===== config.mk =====
export PLATFORM = sky130hd
export DESIGN_NAME = nib_cpu
export DESIGN_NICKNAME = d
export VERILOG_FILES = /design/src/rtl/nib_cpu_pkg.sv /design/src/rtl/nib_cpu_rst_sync.sv /design/src/rtl/nib_cpu_alu.sv /design/src/rtl/nib_cpu_rstack.sv /design/src/rtl/nib_cpu.sv
export SDC_FILE = /design/constraint.sdc
export NUM_CORES = 1
export LEC_CHECK = 0
export ABC_AREA = 0
export BUFFER_PORTS_ARGS = -buffer_cell sky130_fd_sc_hd__buf_2
export CORE_ASPECT_RATIO = 1.4
export CORE_UTILIZATION = 50
export CTS_CLUSTER_SIZE = 24
export DETAILED_ROUTE_END_ITERATION = 10
export PLACE_DENSITY = 0.76
export SLEW_MARGIN = 20
export SYNTH_ARGS = -nofsm -noshare
export SYNTH_HDL_FRONTEND = slang
export SYNTH_SLANG_ARGS = --single-unit

===== constraint.sdc =====
create_clock -name clk -period 4.6 [get_ports clk]
set_clock_uncertainty 0.2 [all_clocks]
set_input_delay 1.15 -clock clk [delete_from_list [all_inputs] [get_ports clk]]
set_output_delay 1.15 -clock clk [all_outputs]
set_load 0.05 [all_outputs]

===== src/rtl/nib_cpu_pkg.sv =====
package nib_cpu_pkg;

  typedef enum logic [1:0] {
    PH_OPC = 2'd0,
    PH_ARG = 2'd1,
    PH_LOW = 2'd2,
    PH_MEM = 2'd3
  } phase_e;

  typedef enum logic [3:0] {
    OP_ADD = 4'h0, OP_SUB = 4'h1, OP_OR  = 4'h2, OP_AND = 4'h3,
    OP_XOR = 4'h4, OP_LDP = 4'h5, OP_LDD = 4'h6, OP_GRP = 4'h7,
    OP_LDI = 4'h8, OP_ADI = 4'h9, OP_STD = 4'hA, OP_STP = 4'hB,
    OP_LDX = 4'hC, OP_JNZ = 4'hD, OP_JZ  = 4'hE, OP_JMP = 4'hF
  } opc_e;

  localparam logic [3:0] G_SWAP = 4'h0;
  localparam logic [3:0] G_ADC  = 4'h1;
  localparam logic [3:0] G_XLO  = 4'h2;
  localparam logic [3:0] G_RET  = 4'h3;
  localparam logic [3:0] G_ADDY = 4'h4;
  localparam logic [3:0] G_ADDX = 4'h5;
  localparam logic [3:0] G_INCY = 4'h6;
  localparam logic [3:0] G_INCX = 4'h7;

endpackage


===== src/rtl/nib_cpu_rst_sync.sv =====
module nib_cpu_rst_sync #(
  parameter int STAGES = 2
) (
  input  logic clk,
  input  logic arst_n,
  output logic srst_n
);

  logic [STAGES-1:0] sh_q;

  always_ff @(posedge clk or negedge arst_n) begin
    if (!arst_n) sh_q <= '0;
    else         sh_q <= {sh_q[STAGES-2:0], 1'b1};
  end

  assign srst_n = sh_q[STAGES-1];

endmodule


===== src/rtl/nib_cpu_alu.sv =====
module nib_cpu_alu
  import nib_cpu_pkg::*;
#(
  parameter int DW = 4
) (
  input  opc_e          op_i,
  input  logic [DW-1:0] a_i,
  input  logic [DW-1:0] b_i,
  output logic [DW-1:0] y_o,
  output logic          cy_o,
  output logic          cy_we_o
);

  logic [DW:0] sum;
  logic [DW:0] dif;

  always_comb begin
    sum     = {1'b0, a_i} + {1'b0, b_i};
    dif     = {1'b0, a_i} - {1'b0, b_i};
    y_o     = b_i;
    cy_o    = 1'b0;
    cy_we_o = 1'b0;
    case (op_i)
      OP_ADD: begin y_o = sum[DW-1:0]; cy_o = sum[DW];  cy_we_o = 1'b1; end
      OP_SUB: begin y_o = dif[DW-1:0]; cy_o = ~dif[DW]; cy_we_o = 1'b1; end
      OP_OR:  y_o = a_i | b_i;
      OP_AND: y_o = a_i & b_i;
      OP_XOR: y_o = a_i ^ b_i;
      OP_ADI: y_o = sum[DW-1:0];
      default: y_o = b_i;
    endcase
  end

endmodule


===== src/rtl/nib_cpu_rstack.sv =====
module nib_cpu_rstack #(
  parameter int AW    = 7,
  parameter int DEPTH = 4
) (
  input  logic          clk,
  input  logic          rst_n,
  input  logic          push_i,
  input  logic          pop_i,
  input  logic [AW-1:0] din_i,
  output logic [AW-1:0] top_o
);

  logic [DEPTH-1:0][AW-1:0] ent_q, ent_d;

  // push shifts toward the bottom (oldest falls off); pop shifts up with zero fill
  always_comb begin
    if (push_i)     ent_d = {ent_q[DEPTH-2:0], din_i};
    else if (pop_i) ent_d = {{AW{1'b0}}, ent_q[DEPTH-1:1]};
    else            ent_d = ent_q;
  end

  always_ff @(posedge clk or negedge rst_n) begin
    if (!rst_n)              ent_q <= '0;
    else if (push_i | pop_i) ent_q <= ent_d;
  end

  assign top_o = ent_q[0];

  for (genvar i = 1; i < DEPTH; i++) begin : g_chk
    // a push moves each entry one level deeper
    p_push_shift_r11: assert property (@(posedge clk) disable iff (!rst_n)
      push_i |=> ent_q[i] == $past(ent_q[i-1]));
  end

  // a pop leaves the deepest slot empty, so underflow yields 0
  p_pop_fill_r11: assert property (@(posedge clk) disable iff (!rst_n)
    (pop_i && !push_i) |=> ent_q[DEPTH-1] == '0);

endmodule


===== src/rtl/nib_cpu.sv =====
module nib_cpu
  import nib_cpu_pkg::*;
#(
  parameter int DW          = 4,
  parameter int AW          = 7,
  parameter int OFS_W       = 3,
  parameter int STACK_DEPTH = 4,
  parameter int SYNC_STAGES = 2
) (
  input  logic          clk,
  input  logic          rst_n,
  output logic          mem_req,
  input  logic          mem_ack,
  output logic [AW-1:0] mem_addr,
  output logic          mem_data_sp,
  output logic          mem_we,
  output logic [DW-1:0] mem_wdata,
  input  logic [DW-1:0] mem_rdata
);

  localparam int HI_W = AW - DW;

  logic          run_n;
  phase_e        ph_q, ph_d;
  opc_e          opc_q, opc_d;
  logic [DW-1:0] arg_q, arg_d;
  logic [AW-1:0] pc_q, pc_d;
  logic [AW-1:0] xr_q, xr_d;
  logic [AW-1:0] yr_q, yr_d;
  logic [DW-1:0] acc_q, acc_d;
  logic          cy_q, cy_d;

  logic          xfer;
  logic [AW-1:0] pc_inc;
  logic [AW-1:0] eff_addr;
  logic [AW-1:0] jmp_tgt;
  logic          jtest;
  logic [DW-1:0] alu_y;
  logic          alu_cy, alu_cy_we;
  logic          stk_push, stk_pop;
  logic [AW-1:0] stk_top;

  nib_cpu_rst_sync #(.STAGES(SYNC_STAGES)) u_rst (
    .clk(clk), .arst_n(rst_n), .srst_n(run_n));

  nib_cpu_alu #(.DW(DW)) u_alu (
    .op_i(opc_q), .a_i(acc_q), .b_i(mem_rdata),
    .y_o(alu_y), .cy_o(alu_cy), .cy_we_o(alu_cy_we));

  nib_cpu_rstack #(.AW(AW), .DEPTH(STACK_DEPTH)) u_stk (
    .clk(clk), .rst_n(run_n), .push_i(stk_push), .pop_i(stk_pop),
    .din_i(pc_inc), .top_o(stk_top));

  assign xfer     = mem_req & mem_ack;
  assign pc_inc   = pc_q + AW'(1);
  assign eff_addr = (arg_q[OFS_W] ? yr_q : xr_q) + AW'(arg_q[OFS_W-1:0]);
  assign jmp_tgt  = {arg_q[HI_W-1:0], mem_rdata};
  assign jtest    = arg_q[DW-1] ? cy_q : (acc_q != '0);
  assign stk_push = xfer && (ph_q == PH_LOW) && (opc_q == OP_JMP) && arg_q[DW-1];
  assign stk_pop  = xfer && (ph_q == PH_ARG) && (opc_q == OP_GRP) && (mem_rdata == G_RET);

  // memory port
  assign mem_req     = run_n;
  assign mem_addr    = (ph_q == PH_MEM) ? eff_addr : pc_q;
  assign mem_data_sp = (ph_q == PH_MEM) && (opc_q == OP_LDD || opc_q == OP_STD);
  assign mem_we      = (ph_q == PH_MEM) && (opc_q == OP_STD || opc_q == OP_STP);
  assign mem_wdata   = acc_q;

  always_comb begin
    ph_d  = ph_q;
    opc_d = opc_q;
    arg_d = arg_q;
    pc_d  = pc_q;
    xr_d  = xr_q;
    yr_d  = yr_q;
    acc_d = acc_q;
    cy_d  = cy_q;
    if (xfer) begin
      case (ph_q)
        PH_OPC: begin
          opc_d = opc_e'(mem_rdata);
          pc_d  = pc_inc;
          ph_d  = PH_ARG;
        end
        PH_ARG: begin
          arg_d = mem_rdata;
          pc_d  = pc_inc;
          ph_d  = PH_OPC;
          case (opc_q)
            OP_LDX, OP_JNZ, OP_JZ, OP_JMP: ph_d = PH_LOW;
            OP_LDI, OP_ADI:                acc_d = alu_y;
            OP_GRP: begin
              case (mem_rdata)
                G_SWAP: begin xr_d = yr_q; yr_d = xr_q; end
                G_ADC:  acc_d = acc_q + DW'(cy_q);
                G_XLO:  xr_d = {xr_q[AW-1:DW], acc_q};
                G_RET:  pc_d = stk_top;
                G_ADDY: yr_d = yr_q + AW'(acc_q);
                G_ADDX: xr_d = xr_q + AW'(acc_q);
                G_INCY: yr_d = yr_q + AW'(1);
                G_INCX: xr_d = xr_q + AW'(1);
                default: ;
              endcase
            end
            default: ph_d = PH_MEM;
          endcase
        end
        PH_LOW: begin
          pc_d = pc_inc;
          ph_d = PH_OPC;
          case (opc_q)
            OP_LDX: xr_d = jmp_tgt;
            OP_JNZ: if (jtest)  pc_d = jmp_tgt;
            OP_JZ:  if (!jtest) pc_d = jmp_tgt;
            default: pc_d = jmp_tgt;
          endcase
        end
        default: begin
          ph_d = PH_OPC;
          if (opc_q <= OP_LDD) begin
            acc_d = alu_y;
            if (alu_cy_we) cy_d = alu_cy;
          end
        end
      endcase
    end
  end

  always_ff @(posedge clk or negedge run_n) begin
    if (!run_n) begin
      ph_q  <= PH_OPC;
      opc_q <= OP_ADD;
      arg_q <= '0;
      pc_q  <= '0;
      xr_q  <= '0;
      yr_q  <= '0;
      acc_q <= '0;
      cy_q  <= 1'b0;
    end else if (xfer) begin
      ph_q  <= ph_d;
      opc_q <= opc_d;
      arg_q <= arg_d;
      pc_q  <= pc_d;
      xr_q  <= xr_d;
      yr_q  <= yr_d;
      acc_q <= acc_d;
      cy_q  <= cy_d;
    end
  end

  // no request while reset is held
  p_no_req_rst_r1: assert property (@(posedge clk)
    !rst_n |-> !mem_req);

  // a waiting request keeps every attribute steady
  p_req_hold_r2: assert property (@(posedge clk) disable iff (!run_n)
    (mem_req && !mem_ack) |=> (mem_req && $stable(mem_addr) && $stable(mem_we)
                               && $stable(mem_data_sp) && $stable(mem_wdata)));

  // instruction nibbles are program-space reads
  p_fetch_read_r3: assert property (@(posedge clk) disable iff (!run_n)
    (mem_req && ph_q != PH_MEM) |-> (!mem_we && !mem_data_sp));

  // an opcode fetch advances the PC by one
  p_pc_step_r3: assert property (@(posedge clk) disable iff (!run_n)
    (xfer && ph_q == PH_OPC) |=> pc_q == $past(pc_q) + AW'(1));

  // logic operations leave carry alone
  p_carry_keep_r4: assert property (@(posedge clk) disable iff (!run_n)
    (xfer && ph_q == PH_MEM && (opc_q == OP_OR || opc_q == OP_AND || opc_q == OP_XOR))
      |=> $stable(cy_q));

endmodule


# Word-level counts from Yosys, hierarchy flattened
# Cells that the tools add are included.
[classes]
n_addsub = 9
n_eq_ne = 31
n_reduce_logical = 35
muxes = 25
bitwise = 8
order_cmp = 1
[ops]
columns = ["operator", "count"]
rows = [
  ["$pmux W7 S3", 3],
  ["$mux W28", 2],
  ["$mux W7", 8],
  ["$eq A4 B4 Y1 const B", 8],
  ["$eq A4 B3 Y1 const B", 7],
  ["$pmux W7 S4", 1],
  ["$add A7 B1 Y7 const B", 3],
  ["$pmux W4 S5", 1],
  ["$eq A4 B2 Y1 const B", 4],
  ["$pmux W4 S2", 2],
  ["$add A7 B4 Y7", 2],
  ["$pmux W7 S2", 1],
  ["$reduce_and A5 Y1", 2],
  ["$eq A4 B1 Y1 const B", 2],
  ["$logic_and A1 B1 Y1", 8],
  ["$logic_not A4 Y1", 2],
  ["$mux W4", 2],
  ["$pmux W2 S2", 2],
  ["$reduce_and A2 Y1", 4],
  ["$reduce_and A4 Y1", 2],
  ["$reduce_or A2 Y1", 4],
  ["$add A7 B3 Y7", 1],
  ["$reduce_and A6 Y1", 1],
  ["$reduce_bool A2 Y1", 3],
  ["26 further kinds", 34],
]
[totals]
word_cells = 123
inputBits = 7
reg_bits = 66

# Longest topological paths before layout
# Gate-level depths: netlist (run 1).
[depth]
ltp_word = 6
ltp_mapped = 14

# Hierarchy
# Synthesis (run 1) repeated with hierarchy kept, for this count alone.
[hier_totals]
cells_unflattened = 603
hier_area_um2 = 5173.7
[modules_own_cells]
columns = ["mod", "area_each_um2", "cells_each", "seq_area_each_um2", "n_inst"]
rows = [
  ["nib_cpu", 3143.0, 378, 900.9, 1],
  ["nib_cpu_rstack", 1328.8, 128, 700.7, 1],
  ["nib_cpu_alu", 648.1, 94, 0.0, 1],
  ["nib_cpu_rst_sync", 53.8, 3, 50.0, 1],
]

# Least setup slack after synthesis (run 1)
# No wires, ideal clock.
[synth_timing]
path_type = "register to output"
start = "register arg_q[3]"
end = "output port mem_addr[1]"
n_path_buf = 2
stages_incl_launch_ff = 8
path_slack_ns = 0.664
arrival_time_ns = 2.586
path_cell_list = "dfrtp_1 buf_2 buf_1 mux2_2 ha_1 inv_1 fa_1 a21oi_1"
[synth_via]
elab_chain_cells = 3
[synth_rtl]
columns = ["item", "line_no", "rtl"]
rows = [
  ["start: declaration", "nib_cpu.sv:26", "logic [DW-1:0] arg_q, arg_d;"],
  ["start signal: assignment", "nib_cpu.sv:142", "arg_q <= arg_d;"],
  ["$mux W7", "nib_cpu.sv:56", "assign eff_addr = (arg_q[OFS_W] ? yr_q : xr_q) + AW'(arg_q[OFS_W-1:0]);"],
  ["$add A7 B3 Y7", "nib_cpu.sv:56", ""],
  ["$mux W7", "nib_cpu.sv:64", "assign mem_addr = (ph_q == PH_MEM) ? eff_addr : pc_q;"],
  ["end: declaration", "nib_cpu.sv:14", "output logic [AW-1:0] mem_addr,"],
]
# No other way between the ends.

# Final worst setup path (run 1)
[layout_timing]
start = "register arg_q[3]"
end = "output port mem_addr[6]"
# The elaborated chain is that of the path after synthesis.

==> impl_metrics.env, run 1 <==
export IMPL_rsz0062_at_grt="no"
export IMPL_synthArstFlopShare_pct=100
export IMPL_syn_avg_cell_area_um2=8.61
export IMPL_viasPerCell=6.09
export IMPL_dr_wl_met2_um=6210
export IMPL_io_pins=21
export IMPL_syn_area_mm2=0.00492
export IMPL_rows=42
export IMPL_wl_met1_um=5090
export IMPL_top_layer="met4"
export IMPL_crit_top_cell="mux2_2"
export IMPL_synth_ff_type="dfrtp_1"
export IMPL_cts_num_sinks=66
export IMPL_vdd_drop_max_v=0.000372
export IMPL_die_w_um=85.8
export IMPL_path_delay_family="flip-flops"
export IMPL_grt_pass1_wl_um=20600
export IMPL_synth_top_family_by_area="compound AO/OA/AOI/OAI gates"
export IMPL_cellLeakagePower_nw=2.50
export IMPL_synth_fa_ha_area_share_pct=9.67
export IMPL_n_antenna_cell=0
export IMPL_wl_met3_um=549
export IMPL_status="complete, no violations"
export IMPL_die_h_um=119
export IMPL_drive_above_1_share_pct=11.6
export IMPL_gp_congestion=0.945
export IMPL_synth_mux_area_share_pct=9.18
export IMPL_dp_final_hpwl_um=8770
export IMPL_slowest_stage="dfrtp_1"
export IMPL_clock_latency_ns=0.34
export IMPL_synth_cell_type_count=64
export IMPL_setup_tns_ns=0
export IMPL_first_pass_iters=5
export IMPL_finalHoldViolations=0
export IMPL_worstSetupPathType="reg2out"
export IMPL_vias=4331
export IMPL_setup_viol=0
export IMPL_internal_power_w=0.00176
export IMPL_drc=0
export IMPL_final_common_cell="nand2_1"
export IMPL_swShare_pct=46.4
export IMPL_path_buf_inv=2
export IMPL_pwr_density_cell_mw_per_mm2=610
export IMPL_fin_crit_sh_pct=92.9
export IMPL_synth_edf_count=0
export IMPL_cts_tree="yes"
export IMPL_grt_max_degree=56
export IMPL_clk_transition_reported_paths_ns=0.05
export IMPL_initial_utilization_pct=51.7
export IMPL_wl_um=12300
export IMPL_fp_coreArea_mm2=0.00951
export IMPL_cts_max_level=3
export IMPL_synth_seq_cells=66
export IMPL_max_freq_mhz=234
export IMPL_p_switching_w=0.00153
export IMPL_finalNetCount=617
export IMPL_worst_slew_pin_slew_ns=0.883
export IMPL_clockBufferDepth=2
export IMPL_cts_resized_gates=0
export IMPL_drv_cap=0
export IMPL_cts_buffers=9
export IMPL_slew_violations=0
export IMPL_synth_xor_area_share_pct=3.38
export IMPL_relSlewSlack_pct=41.1
export IMPL_cp_max_fo=17
export IMPL_layout_common_cells="72 x nand2_1, 65 x dfrtp_1, 54 x o21ai_0"
export IMPL_antenna_found_initial=0
export IMPL_clock_root_buffer="clkbuf_16"
export IMPL_ys_warn_count=0
export IMPL_critPathArrivalTime_ns=2.93
export IMPL_ant_nets=0
export IMPL_max_stage_delay_ns=0.72
export IMPL_syn2layout_area_growth_pct=9.72
export IMPL_sequentialPowerShare_pct=29.4
export IMPL_design_die_area_mm2=0.0102
export IMPL_synth_cells=571
export IMPL_grtUsageTotal_pct=25.6
export IMPL_grt_pass1_vias=4243
export IMPL_cp_start_kind="flip-flop"
export IMPL_synth_compound_area_share_pct=22.0
export IMPL_grt_overflow_total=0
export IMPL_drt_initial_drc_count=243
export IMPL_path_cells="mux2_2, ha_1, inv_1, fa_1, nor2b_1, o21ai_0, nor2_1, xnor2_1, mux2_2, buf_2"
export IMPL_synth_nets=613
export IMPL_synth_simple_gate_area_share_pct=16.7
export IMPL_critPathRequiredTime_ns=3.25
export IMPL_clkPwrFrac_pct=21.2
export IMPL_ys_seq_area_share_pct=33.6
export IMPL_period_needed_ns=4.28
export IMPL_hp_class="reg2reg"
export IMPL_crit_path_end_kind="output port"
export IMPL_p_total_w=0.00329
export IMPL_portBuffers=20
export IMPL_post_drt_wl_per_cell_um=17.3
export IMPL_pwr_share_comb_pct=49.4
## metal layers
layer	GRT usage, %	vias up
li1	-	2064
met1	31.4	2102
met4	14.4	0
met5	0	-
met3	3.67	38
met2	42.6	127
## timing repair
| item | CTS | global route |
|---|---|---|
| buffers inserted | 0 | 0 |
| hold buffers | 1 | 0 |
| endpoints found under the hold margin | 9 | 0 |
## path summary, 6_finish.rpt
check                                         from                           to  slack, ns  cells past startpoint
min in group asynchronous  u_rst.sh_q[1]$_DFF_PN0_   u_stk.ent_q[9]$_DFFE_PN0P_       0.32                      1
max                           arg_q[3]$_DFFE_PN0P_                  mem_addr[6]       0.32                     10
max reg2reg                    ph_q[0]$_DFFE_PN0P_  u_stk.ent_q[26]$_DFFE_PN0P_       1.72                      6
min reg2reg                u_rst.sh_q[0]$_DFF_PN0_      u_rst.sh_q[1]$_DFF_PN0_       0.16                      0
max in group asynchronous  u_rst.sh_q[1]$_DFF_PN0_     mem_wdata[0]$_DFFE_PN0P_       3.20                      1
min                        u_rst.sh_q[0]$_DFF_PN0_      u_rst.sh_q[1]$_DFF_PN0_       0.16                      0
## cell families after synthesis
logic type / Yosys count
AO/OA/AOI/OAI: 166
flip-flops: 66
other: 1
multiplexers: 43
XOR/XNOR: 19
buffers and inverters: 66
adder cells (fa/ha/maj): 35
AND/OR/NAND/NOR: 175
## layout make-up
class,count,area [um^2]
fillers,863,4120
multi-input cells,439,3010
flip-flops and latches,66,1650
clock buffers,12,256
well taps,132,165
repair buffers,27,155
inverters,32,120
clock inverters,3,40.0
## worst reg2reg max path, stage by stage (launching register included)
cell and delay, ns:
dfrtp_1 0.41, inv_1 0.10, ha_1 0.74, nand2_1 0.23, or3_1 0.51, and2_0 0.33
a22o_1 0.26
## synthesized netlist by cell type, types with 11 or more instances
cell type / number / share of area, %
nor2_1: 33 / 2.5
o21ai_0: 54 / 5.5
clkbuf_1: 22 / 1.7
nand2_1: 72 / 5.5
xnor2_1: 11 / 2.0
nand3_1: 13 / 1.3
mux2i_1: 26 / 5.3
mux2_2: 17 / 3.9
dfrtp_1: 66 / 34
a21oi_1: 41 / 4.2
ha_1: 30 / 7.6
nor3_1: 15 / 1.5
inv_1: 30 / 2.3
## stage by stage
step	cells	instance area, um^2	hold WS, ns	utilization [%]	setup slack (ns)
4_1_cts	711	5400	0.160	56.7	0.308
5_1_grt	711	5400	0.168	56.7	0.121
6_report	711	5400	0.156	56.7	0.325
3_3_place_gp	695	5090	-0.0199	53.5	0.696
3_5_place_dp	695	5090	-0.0203	53.5	0.557
2_1_floorplan	571	4920	0.131	-	0.664
## sequential cells by signal, indices dropped and copies added, names as in the netlist
register,cells
u_stk.top_o,7
ph_q,2
xr_q,7
mem_wdata,4
opc_q,4
cy_q,1
u_stk.ent_q,21
yr_q,7
u_rst.sh_q,2
pc_q,7
arg_q,4
## power groups by stage
stage,sequential (W),clock (W),combinational [W]
2_1_floorplan,0.000884,0,0.00132
3_3_place_gp,0.000966,0,0.00155
3_5_place_dp,0.000973,0,0.00159
4_1_cts,0.000961,0.000699,0.00161
5_1_grt,0.000995,0.000725,0.00178
6_report,0.000968,0.000697,0.00162
(Power assumes the default switching activity.)
==> run 2, diff against run 1 <==
--- a/config.mk
+++ b/config.mk
@@ -15,4 +15,5 @@
 export SLEW_MARGIN = 20
 export SYNTH_ARGS = -nofsm -noshare
 export SYNTH_HDL_FRONTEND = slang
+export SYNTH_HIERARCHICAL = 1
 export SYNTH_SLANG_ARGS = --single-unit
==> run 2 against run 1 <==
Against the previous run: die area is 5.1% higher; via count rose by 2.0%; core utilization down 1.1 points; sequential power about the same; design area increased by 3.2%; wire length is 1.5% higher; critical endpoint unchanged.
==> impl_metrics.env, run 2 <==
export IMPL_synth_seq_cells=66
export IMPL_grt_overflow_total=0
export IMPL_grt_max_degree=57
export IMPL_gp_congestion=0.900
export IMPL_cts_max_level=3
export IMPL_crit_path_end_kind="output port"
export IMPL_cts_buffers=9
export IMPL_syn_area_mm2=0.00517
export IMPL_finalNetCount=641
export IMPL_design_die_area_mm2=0.0108
export IMPL_ys_seq_area_share_pct=31.9
export IMPL_synthTopCellsByArea="dfrtp_1 32%, ha_1 7.5%, mux2i_1 5.8%"
export IMPL_drc=0
export IMPL_worst_slew_pin_slew_ns=0.809
export IMPL_post_drt_wl_per_cell_um=16.9
export IMPL_rows=43
export IMPL_top_register="u_stk/ent_q"
export IMPL_grt_pass1_wl_um=20900
export IMPL_drv_cap=0
export IMPL_post_cts_setup_buffers=0
export IMPL_ant_nets=0
export IMPL_final_common_cell="nand2_1"
export IMPL_finalHoldViolations=0
export IMPL_drt_initial_drc_count=187
export IMPL_critPathRequiredTime_ns=3.25
export IMPL_layout_common_cells="75 x nand2_1, 65 x dfrtp_1, 39 x o21ai_0"
export IMPL_fillers=939
export IMPL_synthTopCellsByCount="75 x nand2_1, 66 x dfrtp_1, 39 x o21ai_0"
export IMPL_critPathArrivalTime_ns=3.02
export IMPL_initial_utilization_pct=51.7
export IMPL_reg2reg_depth=4
export IMPL_pwr_density_cell_mw_per_mm2=630
export IMPL_wl_um=12500
export IMPL_crit_top_cell="mux2_2"
export IMPL_n_antenna_cell=0
export IMPL_busiest_layer="met2"
export IMPL_max_freq_mhz=229
export IMPL_reg2reg_to="yr_q[5]$_DFFE_PN0P_"
export IMPL_clockBufferDepth=2
export IMPL_die_w_um=88.0
export IMPL_ff2ff_setup_slack_ns=1.62
export IMPL_clock_latency_ns=0.34
export IMPL_clk_transition_reported_paths_ns=0.05
export IMPL_syn_avg_cell_area_um2=8.58
export IMPL_cellLeakagePower_nw=2.40
export IMPL_largest_reg_flops=21
export IMPL_cp_max_fo=16
export IMPL_synth_cell_type_count=74
export IMPL_synth_nets=646
export IMPL_antenna_found_initial=0
export IMPL_seqCellArea_mm2=0.00165
export IMPL_grt_pass1_vias=4314
export IMPL_period_needed_ns=4.37
export IMPL_cp_start_kind="flip-flop"
export IMPL_synth_top_area_cell="dfrtp_1"
export IMPL_relSlewSlack_pct=46.1
export IMPL_cp_depth=10
export IMPL_portBuffers=20
export IMPL_rsz0062_at_grt="no"
export IMPL_dp_final_hpwl_um=8940
export IMPL_fp_coreArea_mm2=0.0100
export IMPL_setup_viol=0
export IMPL_clock_root_buffer="clkbuf_16"
export IMPL_path_cells="mux2_2, ha_1, inv_1, fa_1, nor2b_1, o21ai_0, a21oi_1, xnor2_1, mux2_2, buf_2"
export IMPL_first_pass_iters=5
export IMPL_cts_hold_buf=0
export IMPL_crit_start="arg_q[3]$_DFFE_PN0P_"
export IMPL_vias=4419
export IMPL_grtUsageTotal_pct=25.3
export IMPL_met1_usage_pct=29.2
export IMPL_path_delay_family="flip-flops"
export IMPL_max_stage_delay_ns=0.66
export IMPL_path_buf_inv=2
export IMPL_fin_crit_sh_pct=95.1
export IMPL_synth_edf_count=0
export IMPL_hp_class="reg2async"
export IMPL_worstSetupPathType="reg2out"
export IMPL_die_h_um=122
export IMPL_ys_warn_count=6
export IMPL_cts_num_sinks=66
export IMPL_p_total_w=0.00351
export IMPL_multi_input_area_mm2=0.00315
export IMPL_synth_top_area_share_pct=31.9
export IMPL_viasPerCell=5.99
export IMPL_slowest_stage="dfrtp_1"
export IMPL_synthArstFlopShare_pct=100
export IMPL_grt_use_met3_pct=4.57
export IMPL_setup_tns_ns=0
export IMPL_slew_violations=0
export IMPL_grt_use_met2_pct=43.1
export IMPL_synth_cells=603
export IMPL_r2r_start="opc_q[3]$_DFFE_PN0P_"
export IMPL_synth_most_common_cell="nand2_1"
export IMPL_status="complete, no violations"
export IMPL_synth_ff_type="dfrtp_1"
export IMPL_drive_above_1_share_pct=11.1
export IMPL_cts_tree="yes"
export IMPL_vdd_drop_max_v=0.000316
export IMPL_cts_resized_gates=0
export IMPL_syn2layout_area_growth_pct=7.67
export IMPL_io_pins=21
## run 2: metrics by stage
stage	util [%]	instance area (um^2)	hold slack, ns	worst slack, ns	cells
final	55.7	5570	0.0819	0.227	738
after global routing	55.7	5570	0.150	0.0208	738
after CTS	55.7	5570	0.118	0.224	738
after detailed placement	52.4	5250	0.109	0.590	722
after global placement	52.4	5250	0.0984	0.674	722
after floorplan	-	5170	0.131	0.637	603
## run 2: kinds of logic (layout without fill, tap and decap cells)
family,Yosys count,in the layout,share of synthesized area (%)
AOI/OAI and AO/OA,165,165,20.4
DFF,66,66,31.9
other,1,1,0.0725
xor gates and xnor gates,20,20,3.39
and+or+nand+nor,194,194,18.6
adders and majority gates,36,36,9.43
buffers and inverters,78,78,7.45
muxes,43,43,8.78
## run 2: how the worst max path moves through the flow
stage	end	slack [ns]
2_1_floorplan	pc_q[2]$_DFFE_PN0P_	0.64
3_3_place_gp	mem_addr[6]	0.67
3_5_place_dp	mem_addr[6]	0.59
4_1_cts	mem_addr[6]	0.22
5_1_grt	mem_addr[6]	0.02
6_report	mem_addr[6]	0.23
## run 2: routing by layer
layer	routed length [um]	share of wire, %	vias to the layer above
li1	-	-	2113
met1	5000	40	2140
met2	6420	51	124
met3	554	4.4	42
met4	511	4.1	0
met5	0	0	-
## run 2: area by class of cell
| type | count | share of cell area (%) |
|---|---|---|
| multi-input cells | 459 | 56.5 |
| flip-flops and latches | 66 | 29.7 |
| clock buffers | 14 | 4.74 |
| well taps | 135 | 3.03 |
| inverters | 37 | 2.49 |
| repair buffers | 25 | 2.47 |
| clock inverters | 2 | 1.08 |
## run 2: worst reg2reg max path: stages, from the launching register on
cell	delay (ns)
dfrtp_1	0.63
nand4b_1	0.68
or4_1	0.94
o21bai_1	0.27
o2bb2ai_1	0.14
## run 2: where the power goes
| group | switching (W) | internal, W | total (W) |
|---|---|---|---|
| combinational | 0.00108 | 0.000689 | 0.00176 |
| clock | 0.000241 | 0.000504 | 0.000745 |
| sequential | 0.000298 | 0.000701 | 0.00100 |
